<file path="config.mk">
export PLATFORM = sky130hd
export DESIGN_NAME = lsn_noise_timer
export DESIGN_NICKNAME = d
export VERILOG_FILES = /design/src/rtl/lsn_pkg.sv /design/src/rtl/lsn_thr_regs.sv /design/src/rtl/lsn_down_stage.sv /design/src/rtl/lsn_noise_ctrl.sv /design/src/rtl/lsn_noise_timer.sv
export SDC_FILE = /design/constraint.sdc
export NUM_CORES = 1
export LEC_CHECK = 0
export BUFFER_PORTS_ARGS = -buffer_cell sky130_fd_sc_hd__buf_2
export CORE_MARGIN = 4
export CORE_UTILIZATION = 35
export DETAILED_ROUTE_END_ITERATION = 7
export RECOVER_POWER = 100
export SYNTH_ARGS = -nofsm -noshare
export SYNTH_HDL_FRONTEND = slang
export SYNTH_HIERARCHICAL = 1
export SYNTH_SLANG_ARGS = --single-unit
</file>
<file path="constraint.sdc">
create_clock -name clk -period 6.65 [get_ports clk]
set_input_delay 1.33 -clock clk [delete_from_list [all_inputs] [get_ports clk]]
set_output_delay 1.33 -clock clk [all_outputs]
set_load 0.02 [all_outputs]
</file>
<file path="src/rtl/lsn_pkg.sv">
`timescale 1ns/1ps
package lsn_pkg;

  typedef enum logic [2:0] {
    LS_QUIET   = 3'd0,
    LS_IDLE    = 3'd1,
    LS_HALT    = 3'd2,
    LS_MASTER  = 3'd3,
    LS_ACTIVE  = 3'd4,
    LS_NOISE   = 3'd5,
    LS_UNKNOWN = 3'd6,
    LS_NOSIG   = 3'd7
  } line_state_e;

  // clean states hold the timer at its thresholds
  function automatic logic ls_is_clean(input line_state_e s);
    return (s == LS_QUIET) || (s == LS_IDLE) || (s == LS_HALT) ||
           (s == LS_MASTER) || (s == LS_NOSIG);
  endfunction

  // states in which an expired count re-arms itself
  function automatic logic ls_rearms(input line_state_e s);
    return (s == LS_NOISE) || (s == LS_ACTIVE);
  endfunction

endpackage

</file>
<file path="src/rtl/lsn_thr_regs.sv">
`timescale 1ns/1ps
module lsn_thr_regs #(
  parameter int ADDR_W = 8,
  parameter int DATA_W = 8,
  parameter int NT_W   = 7,
  parameter int PS_W   = 8,
  parameter logic [ADDR_W-1:0] NT_ADDR = 8'h0D,
  parameter logic [ADDR_W-1:0] PS_ADDR = 8'h0E,
  parameter logic [NT_W-1:0]   NT_RST  = 7'h40,
  parameter logic [PS_W-1:0]   PS_RST  = 8'hF9
) (
  input  logic              clk,
  input  logic              rst_n,
  input  logic              wr_i,
  input  logic [ADDR_W-1:0] addr_i,
  input  logic [DATA_W-1:0] wdata_i,
  output logic [NT_W-1:0]   nt_thr_o,
  output logic [PS_W-1:0]   ps_thr_o,
  output logic [NT_W-1:0]   nt_thr_nxt_o,
  output logic [PS_W-1:0]   ps_thr_nxt_o,
  output logic              thr_wr_o,
  output logic [DATA_W-1:0] rdata_o
);

  logic              nt_hit, ps_hit;
  logic [NT_W-1:0]   nt_q, nt_d;
  logic [PS_W-1:0]   ps_q, ps_d;
  logic [DATA_W-1:0] nt_rd, ps_rd;

  assign nt_hit = wr_i && (addr_i == NT_ADDR);
  assign ps_hit = wr_i && (addr_i == PS_ADDR);

  always_comb begin
    nt_d = nt_q;
    ps_d = ps_q;
    if (nt_hit) nt_d = wdata_i[NT_W-1:0];
    if (ps_hit) ps_d = wdata_i[PS_W-1:0];
  end

  always_ff @(posedge clk or negedge rst_n) begin
    if (!rst_n) begin
      nt_q <= NT_RST;
      ps_q <= PS_RST;
    end else begin
      nt_q <= nt_d;
      ps_q <= ps_d;
    end
  end

  // zero-extend each threshold to the data width
  if (NT_W < DATA_W) begin : g_nt_pad
    assign nt_rd = {{(DATA_W-NT_W){1'b0}}, nt_q};
  end else begin : g_nt_full
    assign nt_rd = nt_q;
  end
  if (PS_W < DATA_W) begin : g_ps_pad
    assign ps_rd = {{(DATA_W-PS_W){1'b0}}, ps_q};
  end else begin : g_ps_full
    assign ps_rd = ps_q;
  end

  always_comb begin
    rdata_o = '0;
    if (addr_i == NT_ADDR) rdata_o = nt_rd;
    else if (addr_i == PS_ADDR) rdata_o = ps_rd;
  end

  assign nt_thr_o     = nt_q;
  assign ps_thr_o     = ps_q;
  assign nt_thr_nxt_o = nt_d;
  assign ps_thr_nxt_o = ps_d;
  assign thr_wr_o     = nt_hit || ps_hit;

endmodule

</file>
<file path="src/rtl/lsn_down_stage.sv">
`timescale 1ns/1ps
module lsn_down_stage #(
  parameter int            W       = 8,
  parameter logic [W-1:0]  RST_VAL = '0
) (
  input  logic         clk,
  input  logic         rst_n,
  input  logic         load_i,
  input  logic [W-1:0] load_val_i,
  input  logic         dec_i,
  output logic [W-1:0] cnt_o,
  output logic         zero_o
);

  logic [W-1:0] cnt_q, cnt_d;

  always_comb begin
    cnt_d = cnt_q;
    if (load_i)     cnt_d = load_val_i;
    else if (dec_i) cnt_d = cnt_q - W'(1);
  end

  always_ff @(posedge clk or negedge rst_n) begin
    if (!rst_n) cnt_q <= RST_VAL;
    else        cnt_q <= cnt_d;
  end

  assign cnt_o  = cnt_q;
  assign zero_o = (cnt_q == '0);

endmodule

</file>
<file path="src/rtl/lsn_noise_ctrl.sv">
`timescale 1ns/1ps
module lsn_noise_ctrl
  import lsn_pkg::*;
(
  input  logic        clk,
  input  logic        rst_n,
  input  line_state_e lstate_i,
  input  logic        tick_i,
  input  logic        thr_wr_i,
  input  logic        ps_zero_i,
  input  logic        nc_zero_i,
  input  logic        clr_i,
  output logic        ps_load_o,
  output logic        ps_dec_o,
  output logic        nc_load_o,
  output logic        nc_dec_o,
  output logic        flag_o
);

  logic clean, rearm, counting, both_zero, reload_all, step, set_evt;
  logic flag_q, flag_d;

  assign clean      = ls_is_clean(lstate_i);
  assign rearm      = ls_rearms(lstate_i);
  assign counting   = !clean;
  assign both_zero  = ps_zero_i && nc_zero_i;
  assign reload_all = clean || thr_wr_i || (both_zero && rearm);
  assign step       = tick_i && counting && !both_zero;

  assign ps_load_o = reload_all || (step && ps_zero_i);
  assign ps_dec_o  = step && !ps_zero_i;
  assign nc_load_o = reload_all;
  assign nc_dec_o  = step && ps_zero_i;

  assign set_evt = both_zero && counting;

  always_comb begin
    flag_d = flag_q;
    if (clr_i)   flag_d = 1'b0;
    if (set_evt) flag_d = 1'b1;
  end

  always_ff @(posedge clk or negedge rst_n) begin
    if (!rst_n) flag_q <= 1'b0;
    else        flag_q <= flag_d;
  end

  assign flag_o = flag_q;

endmodule

</file>
<file path="src/rtl/lsn_noise_timer.sv">
`timescale 1ns/1ps
module lsn_noise_timer #(
  parameter int ADDR_W = 8,
  parameter int DATA_W = 8,
  parameter int NT_W   = 7,
  parameter int PS_W   = 8,
  parameter logic [ADDR_W-1:0] NT_ADDR = 8'h0D,
  parameter logic [ADDR_W-1:0] PS_ADDR = 8'h0E,
  parameter logic [NT_W-1:0]   NT_RST  = 7'h40,
  parameter logic [PS_W-1:0]   PS_RST  = 8'hF9
) (
  input  logic              clk,
  input  logic              rst_n,
  input  logic              tick_i,
  input  logic [2:0]        lstate_i,
  input  logic              reg_wr_i,
  input  logic [ADDR_W-1:0] reg_addr_i,
  input  logic [DATA_W-1:0] reg_wdata_i,
  output logic [DATA_W-1:0] reg_rdata_o,
  input  logic              flag_clr_i,
  output logic              noise_flag_o
);

  logic [NT_W-1:0] nt_thr, nt_thr_nxt, nc_cnt;
  logic [PS_W-1:0] ps_thr, ps_thr_nxt, ps_cnt;
  logic thr_wr, ps_zero, nc_zero;
  logic ps_load, ps_dec, nc_load, nc_dec;

  lsn_thr_regs #(
    .ADDR_W(ADDR_W), .DATA_W(DATA_W), .NT_W(NT_W), .PS_W(PS_W),
    .NT_ADDR(NT_ADDR), .PS_ADDR(PS_ADDR), .NT_RST(NT_RST), .PS_RST(PS_RST)
  ) u_regs (
    .clk(clk), .rst_n(rst_n), .wr_i(reg_wr_i), .addr_i(reg_addr_i),
    .wdata_i(reg_wdata_i), .nt_thr_o(nt_thr), .ps_thr_o(ps_thr),
    .nt_thr_nxt_o(nt_thr_nxt), .ps_thr_nxt_o(ps_thr_nxt),
    .thr_wr_o(thr_wr), .rdata_o(reg_rdata_o)
  );

  lsn_down_stage #(.W(PS_W), .RST_VAL(PS_RST)) u_ps_stage (
    .clk(clk), .rst_n(rst_n), .load_i(ps_load), .load_val_i(ps_thr_nxt),
    .dec_i(ps_dec), .cnt_o(ps_cnt), .zero_o(ps_zero)
  );

  lsn_down_stage #(.W(NT_W), .RST_VAL(NT_RST)) u_nc_stage (
    .clk(clk), .rst_n(rst_n), .load_i(nc_load), .load_val_i(nt_thr_nxt),
    .dec_i(nc_dec), .cnt_o(nc_cnt), .zero_o(nc_zero)
  );

  lsn_noise_ctrl u_ctrl (
    .clk(clk), .rst_n(rst_n), .lstate_i(lsn_pkg::line_state_e'(lstate_i)),
    .tick_i(tick_i), .thr_wr_i(thr_wr), .ps_zero_i(ps_zero),
    .nc_zero_i(nc_zero), .clr_i(flag_clr_i), .ps_load_o(ps_load),
    .ps_dec_o(ps_dec), .nc_load_o(nc_load), .nc_dec_o(nc_dec),
    .flag_o(noise_flag_o)
  );

endmodule

</file>
Yosys cells after proc, flatten, opt, wreduce, memory -nomap -nowiden
Cells that the tools add are included.
Widths: inputs -> output; s select.
{ "op_classes": {"addsub": 2, "eq_ne": 8, "n_mux": 10, "reduce_logical": 27} }
{ "op_table": {"columns": ["cell", "count"], "rows": [
  ["$mux 8", 5],
  ["$mux 7", 3],
  ["$eq 8x4->1 const B", 2],
  ["$eq 3x3->1 const B", 3],
  ["$logic_and 1x1->1", 9],
  ["$logic_or 1x1->1", 9],
  ["$logic_not 8->1", 1],
  ["$sub 8x1->8 const B", 1],
  ["$logic_not 7->1", 1],
  ["$sub 7x1->7 const B", 1],
  ["$eq 3x2->1 const B", 2],
  ["$reduce_bool 2->1", 3],
  ["$eq 3x1->1 const B", 1],
  ["$logic_not 1->1", 3],
  ["$logic_not 3->1", 1],
  ["$mux 1", 2]
]} }
{ "totals": {"regBits": 31, "in_bits": 24, "output_inout_bits": 9, "wordCells": 52} }

Logic depth before layout (Yosys ltp)
Gate-level depths: netlist of the first run.
{ "depth": {"word_depth": 11, "depth_mapped": 9, "mapped_depth_nobuf": 9} }

Modules after synthesis
Netlist of the first run, hierarchy kept.
{ "modules_own_cells": {"columns": ["mod", "instances", "cells_per_inst", "area_each_um2", "seq_area_each_um2"], "rows": [
  ["lsn_thr_regs", 1, 55, 732.0, 384.1],
  ["lsn_down_stage at u_ps_stage", 1, 50, 481.7, 207.7],
  ["lsn_down_stage at u_nc_stage", 1, 46, 412.9, 176.4],
  ["lsn_noise_ctrl", 1, 15, 106.4, 25.0]
]} }

Worst setup path after synthesis of the first run
No wires, ideal clock.
{ "synth_path": {"kind": "input-to-output", "startpoint": "input port reg_addr_i[5]", "endpoint": "output port reg_rdata_o[0]", "arrival_time_ns": 2.312, "required_ns": 5.320, "slack_ns": 3.008, "cell_stages": 3, "n_path_buf": 1, "cell_sequence": "or4_1 clkbuf_1 nor2_1"} }
{ "synth_between": {"elab_chain_len": 3, "word_cells_on_any_way": 4, "classes_between": "eq/ne (2); mux (2)"} }
{ "synth_rtl": {"columns": ["element", "line_no", "rtl"], "rows": [
  ["start, declared", "lsn_noise_timer.sv:17", "input logic [ADDR_W-1:0] reg_addr_i,"],
  ["$eq 8x4->1", "lsn_thr_regs.sv:65", "else if (addr_i == PS_ADDR) rdata_o = ps_rd;"],
  ["$mux 8", "lsn_thr_regs.sv:65", null],
  ["$mux 8 *", "lsn_thr_regs.sv:64", "if (addr_i == NT_ADDR) rdata_o = nt_rd;"],
  ["end, declared", "lsn_noise_timer.sv:19", "output logic [DATA_W-1:0] reg_rdata_o,"]
]} }
Every way passes the cells marked *; elsewhere a longest branch is shown, timed or not.

Worst setup path after layout of the first run
{ "layout_path": {"startpoint": "input port reg_addr_i[5]", "endpoint": "output port reg_rdata_o[5]"} }
Same word-level chain as after synthesis.

==> results of run 1 <==
## state kept, by name, indices dropped and copies added, names as in the netlist
register / count
u_ctrl/flag_o: 1
u_nc_stage/cnt_o: 7
u_regs/ps_thr_o: 8
u_regs/nt_thr_o: 7
u_ps_stage/cnt_o: 8
## per-layer routing
metal,vias to the layer above,wire length (um)
met2,37,1480
li1,663,-
met4,0,74
met1,630,1870
met5,-,0
met3,6,209
## power groups by stage
stage          clock [mW]  combinational, mW  sequential [mW]
2_1_floorplan           0             0.0910            0.236
3_3_place_gp            0              0.127            0.236
3_5_place_dp            0              0.128            0.236
4_1_cts             0.196              0.129            0.233
5_1_grt             0.204              0.142            0.236
6_report            0.193              0.123            0.233
## placed cells by master (no fill, tap or decap), drive strengths merged
cell,n
nor2,14
nand3b,1
dfstp,14
a21bo,1
nand2,21
nor4b,2
dfrtp,17
nor4,2
xor2,3
o22ai,1
nand3,9
bufinv,1
and3,1
a22oi,7
clkbuf,16
ha,3
and4b,2
or4,4
mux2,15
nor2b,4
nand2b,1
xnor2,5
or3,1
o21ai,16
and4bb,2
and4,1
inv,7
a211o,2
o31a,2
nor3b,1
o211a,1
or4b,1
clkinv,1
buf,22
## area by class of cell
class | count | area share
Timing Repair Buffer | 32 | 0.0723
Inverter | 7 | 0.0129
Multi-Input combinational cell | 123 | 0.427
Tap cell | 67 | 0.0411
Clock inverter | 2 | 0.0172
Clock buffer | 6 | 0.0405
Sequential cell | 31 | 0.389
## worst register-to-register path: stages, from the launching register on
cell	delay (ns)
dfstp_1	0.41
or4_1	0.59
nor4b_1	0.59
nand2_1	0.14
o21ai_0	1.18
nor2_1	0.12
nand3_1	0.14
nand3_1	0.08
## per-stage QoR
| step | power, mW | cells | cell area (um^2) | util |
|---|---|---|---|---|
| 2_1_floorplan | 0.327 | 166 | 1730 | - |
| 3_3_place_gp | 0.363 | 260 | 1950 | 0.411 |
| 3_5_place_dp | 0.364 | 260 | 1950 | 0.411 |
| 4_1_cts | 0.558 | 268 | 2070 | 0.435 |
| 5_1_grt | 0.582 | 268 | 2040 | 0.429 |
| 6_report | 0.549 | 268 | 2040 | 0.429 |
## final timing paths
kind | cells past startpoint | slack, ns | endpoint | start
max in group asynchronous | 1 | 4.21 | u_regs/nt_thr_o[2] | rst_n
min in group asynchronous | 1 | 1.47 | u_regs/ps_thr_o[1] | rst_n
worst min register to register | 1 | 0.52 | u_regs/nt_thr_o[3] | u_regs/nt_thr_o[3]
worst max-delay path | 4 | 2.79 | reg_rdata_o[5] | reg_addr_i[5]
worst min-delay path | 1 | 0.52 | u_regs/nt_thr_o[3] | u_regs/nt_thr_o[3]
worst max register to register | 7 | 3.32 | u_nc_stage/cnt_o[6] | u_ps_stage/cnt_o[3]
## kinds of logic (layout without fill, tap and decap cells)
kind of cell,count (synthesis),after routing,synth area share
multiplexers,15,15,0.0975
AO/OA/AOI/OAI,30,30,0.113
AND/OR/NAND/NOR,67,67,0.240
adder cells (fa/ha/maj),3,3,0.0217
XOR/XNOR,8,8,0.0404
flip-flops,31,31,0.458
buffers and inverters,12,47,0.0296
==> summary.txt, run 1 <==
grt total ovfl -> 0
setup TNS -> 0 ns
GRT Overall Usage -> 0.130
largest net degree at the start of global routing -> 32
critical path class -> in2out
most common cell in the netlist -> nand2_1
# diodes -> 0
vias in the first global route -> 1268
DRC Markers -> 0
Syn Nets -> 193
area share of the leading cell type in the synthesized netlist -> 0.245
# rows -> 25
EDFF count, synth -> 0
Comb power frac -> 0.225
Synth Cell Area -> 0.00173 mm^2
Critical Path RT -> 5.32 ns
Worst-Skew Late Latency -> 0.28 ns
antenna violations before repair -> 0
Final ANT Viol Nets -> 0
setup bufs post-CTS -> 0
Net Sw Frac -> 0.293
fin crit period -> 3.86 ns
Peak VDD IR -> 164 uV
CP Launch Type -> input port
sequential share of power -> 0.424
CP max FO -> 7
DP HPWL -> 2760 um
Area Growth Syn to Fin -> 17.8%
Final period util -> 0.580
dpl ws -> 2.86 ns
Area contributors post-synth -> dfrtp_1 (25%), dfstp_2 (21%), mux2_2 (9.7%)
vias per std cell -> 4.99
Top FF cell, synth -> dfrtp_1
CTS tree -> done
Commonest cells post-synth -> nand2_1 (21), dfrtp_1 (17), mux2_2 (15)
Max Cap Viol -> 2
CP cell instances -> buf_2, or4_1, nor2_1, clkbuf_1
met2 usage -> 0.181
clk root buf -> clkbuf_8
Placer Congestion -> 0.710
Max Buffers Root-to-Sink -> 2
vias -> 1336
worst hold path type -> reg2reg
met3 Resource Use GR -> 0.0310
die height -> 78.4 um
Worst path slowest cell -> or4_1
largest area contributor in the netlist -> dfrtp_1
chip width -> 78.4 um
port bufs -> 32
outcome -> complete, but fails checks
Seq/Total Area, Yosys -> 0.458
sw power -> 0.161 mW
multi-input logic area -> 872 um^2
Ports -> 33
Setup crit end kind -> output port
fraction of layout cells with a size suffix above 1 -> 0.269
CTS Hold Buffers Added -> 0
Worst Path Arrival -> 2.53 ns
Clock transition at path regs -> 0.07 ns
register area -> 793 um^2
ys async rst share -> 1.00
H-Tree Depth -> 2
GRT busiest layer -> met1
1st-iter DRT viols -> 66
endpoints failing hold -> 0
Slew headroom -> -0.114
TritonRoute pass-1 iters -> 4
Buf+Inv Stages, Crit Path -> 2
synthesized instance count -> 166
Final setup viols -> 0
routed len/inst -> 13.6 um
Nets -> 227
Max Clk Rate -> 0.259 GHz
Max stage delay on crit path -> 0.68 ns
hold_ws -> 0.519 ns
clock power share -> 0.352
Die Area -> 0.00614 mm^2
Int Power -> 0.388 mW
CORE AREA -> 0.00475 mm^2
Mean Syn Cell Area -> 10.4 um^2
Worst Setup Slack, final -> 2.79 ns
post-CTS sizing -> 0
synth warn -> 6
Num Clock Sinks -> 31
Layout Skew -> 0.00901 ns
violated checks -> capacitance limit, slew limit
Netlist cell types -> 40
# fillers -> 498
Least-Margin Pin Slew -> 1.67 ns
Max Slew Vio Count -> 49
power per cell area -> 269 mW/mm^2
family with the most delay on the worst path -> simple AND/OR/NAND/NOR gates
TritonCTS Buffers -> 5
Post-Route WL -> 3640 um
first-pass GRT wire length -> 6220 um
leak pwr -> 0.862 nW
RSZ-0062 raised after global routing -> no
met1 Use GR -> 0.185
Starting Density -> 0.364
#FFs+latches synth -> 31
(Power assumes the default switching activity.)
==> run 2, diff against run 1 <==
==> constraint.sdc (replaced) <==
create_clock -name clk -period 3.4 [get_ports clk]
set_input_delay 0.68 -clock clk [delete_from_list [all_inputs] [get_ports clk]]
set_output_delay 0.68 -clock clk [all_outputs]
set_load 0.02 [all_outputs]
==> run 2 against run 1 <==
  * The run still ends with capacitance limit, slew limit left
  * Highest routed layer unchanged
  * Total power increased by 81%
  * Sequential power rose by 95%
  * Global-route usage is 0.63 points higher
  * Clock power grew 52%
  * Setup slack worse by 2.0 ns
  * Cell area fell by 0.61%
==> summary.txt, run 2 (same netlist as run 1, synthesis figures left out) <==
Max Buffers Root-to-Sink -> 2 (unchanged)
Crit. Startpoint -> u_ps_stage/cnt_o[3] (was reg_addr_i[5])
path depth of the worst reg2reg path -> 6 (was 7)
RSZ-0062 raised after global routing -> no (unchanged)
GRT Overall Usage -> 0.136 (was 0.130)
violated checks -> capacitance limit, slew limit (unchanged)
Slew headroom -> -0.128 (was -0.114)
grt total ovfl -> 0 (unchanged)
Area Growth Syn to Fin -> 17.0% (was 17.8%)
CORE AREA -> 0.00475 mm^2 (unchanged)
Final ANT Viol Nets -> 0 (unchanged)
Layout Skew -> 0.00601 ns (was 0.00901 ns)
Max Slew Vio Count -> 32 (was 49)
TritonCTS Buffers -> 5 (unchanged)
worst hold start -> u_regs/nt_thr_o[2] (was u_regs/nt_thr_o[3])
post-CTS sizing -> 0 (unchanged)
chip width -> 78.4 um (unchanged)
CTS tree -> done (unchanged)
Worst-Skew Late Latency -> 0.28 ns (about the same)
setup bufs post-CTS -> 0 (unchanged)
Critical Path RT -> 3.57 ns (was 5.32 ns)
leak pwr -> 0.853 nW (was 0.862 nW)
power per cell area -> 491 mW/mm^2 (was 269 mW/mm^2)
1st-iter DRT viols -> 38 (was 66)
first-pass GRT wire length -> 6490 um (was 6220 um)
Final period util -> 0.778
antenna violations before repair -> 0 (unchanged)
Final setup viols -> 0 (unchanged)
critical path class -> reg2reg (was in2out)
setup TNS -> 0 ns (unchanged)
Die Area -> 0.00614 mm^2 (unchanged)
Least-Margin Pin Slew -> 1.69 ns (was 1.67 ns)
fin crit period -> 2.64 ns
Starting Density -> 0.364 (unchanged)
# fillers -> 500 (was 498)
endpoints failing hold -> 0 (unchanged)
Clock transition at path regs -> 0.07 ns (about the same)
commonest non-fill, non-tap cell in the layout -> buf_2 (unchanged)
Worst Path Arrival -> 2.81 ns (was 2.53 ns)
routed len/inst -> 14.1 um (was 13.6 um)
CTS Hold Buffers Added -> 0 (unchanged)
r2r setup slk -> 0.76 ns (was 3.32 ns)
H-Tree Depth -> 2 (unchanged)
Num Clock Sinks -> 31 (unchanged)
CP Launch Type -> flip-flop (was input port)
DP HPWL -> 2910 um (was 2760 um)
commonest cells after routing, fill and taps aside -> buf_2 (22), nand2_1 (21), dfrtp_1 (17) (unchanged)
Ports -> 33 (unchanged)
Placer Congestion -> 0.775 (was 0.710)
Layout Cells excl Fill -> 270 (was 268)
Peak VDD IR -> 344 uV (was 164 uV)
fraction of layout cells with a size suffix above 1 -> 0.276 (was 0.269)
Post-Route WL -> 3800 um (was 3640 um)
vias in the first global route -> 1328 (was 1268)
vias per std cell -> 4.97 (was 4.99)
reg-to-reg critical path endpoint -> u_nc_stage/cnt_o[5] (was u_nc_stage/cnt_o[6])
largest net degree at the start of global routing -> 32 (unchanged)
CP max FO -> 6 (was 7)
Worst R2R Start -> u_ps_stage/cnt_o[3] (unchanged)
vias -> 1342 (was 1336)
TritonRoute pass-1 iters -> 4 (unchanged)
Placed Cells -> 262 (was 260)
die height -> 78.4 um (unchanged)
# rows -> 25 (unchanged)
Nets -> 229 (was 227)
DRC Markers -> 0 (unchanged)
Critical Path Sink -> u_nc_stage/cnt_o[5] (was reg_rdata_o[5])
# diodes -> 0 (unchanged)
Setup crit end kind -> flip-flop (was output port)
worst hold path type -> reg2reg (unchanged)
Max Cap Viol -> 1 (was 2)
port bufs -> 32 (unchanged)
clk root buf -> clkbuf_8 (unchanged)
Max Clk Rate -> 0.378 GHz
outcome -> complete, but fails checks (unchanged)
==> run 2: area by class of cell <==
type | count | area [um^2] | area share
multi-input combinational | 123 | 875 | 0.431
sequential | 31 | 793 | 0.391
timing repair buffer | 34 | 159 | 0.0783
clock buffer | 7 | 86.3 | 0.0426
tap | 67 | 83.8 | 0.0413
inverter | 7 | 26.3 | 0.0130
clock inverter | 1 | 5.00 | 0.00247
==> run 2: metrics by stage <==
stage	area, um^2	hold slack [ns]	setup slack (ns)	util	power, mW
detailed placement	1970	0.514	0.748	0.414	0.717
global placement	1970	0.508	0.827	0.414	0.718
global route	2030	0.540	0.508	0.427	1.07
floorplan	1730	0.384	1.04	-	0.639
CTS	2060	0.461	0.744	0.433	1.02
finish	2030	0.524	0.756	0.427	0.995
==> run 2: critical path, cell delays in order (launching register included) <==
cell and delay (ns):
dfstp_1 0.40, or4_1 0.57, nor4b_1 0.50, nor3b_2 0.49
nor4b_4 0.34, a211o_2 0.17, nand3_1 0.06
==> run 2: worst min-delay path by stage <==
stage,endpoint,depth (start not counted),slack [ns]
2_1_floorplan,u_ctrl/flag_o,0,0.38
3_3_place_gp,u_regs/nt_thr_o[2],1,0.51
3_5_place_dp,u_regs/nt_thr_o[2],1,0.51
4_1_cts,u_regs/nt_thr_o[1],1,0.46
5_1_grt,u_regs/nt_thr_o[4],1,0.54
6_report,u_regs/nt_thr_o[2],1,0.52
==> run 2: routing by layer <==
| layer | wire, um | track usage |
|---|---|---|
| met1 | 1980 | 0.195 |
| met2 | 1550 | 0.193 |
| met3 | 219 | 0.0390 |
| met4 | 42 | 0.0524 |
| met5 | 0 | 0 |
==> run 2: report_power, final <==
part / leakage [nW] / internal, mW / switching (mW)
logic: 0.427 / 0.105 / 0.141
clock network: 0.0482 / 0.163 / 0.130
registers: 0.378 / 0.421 / 0.0340
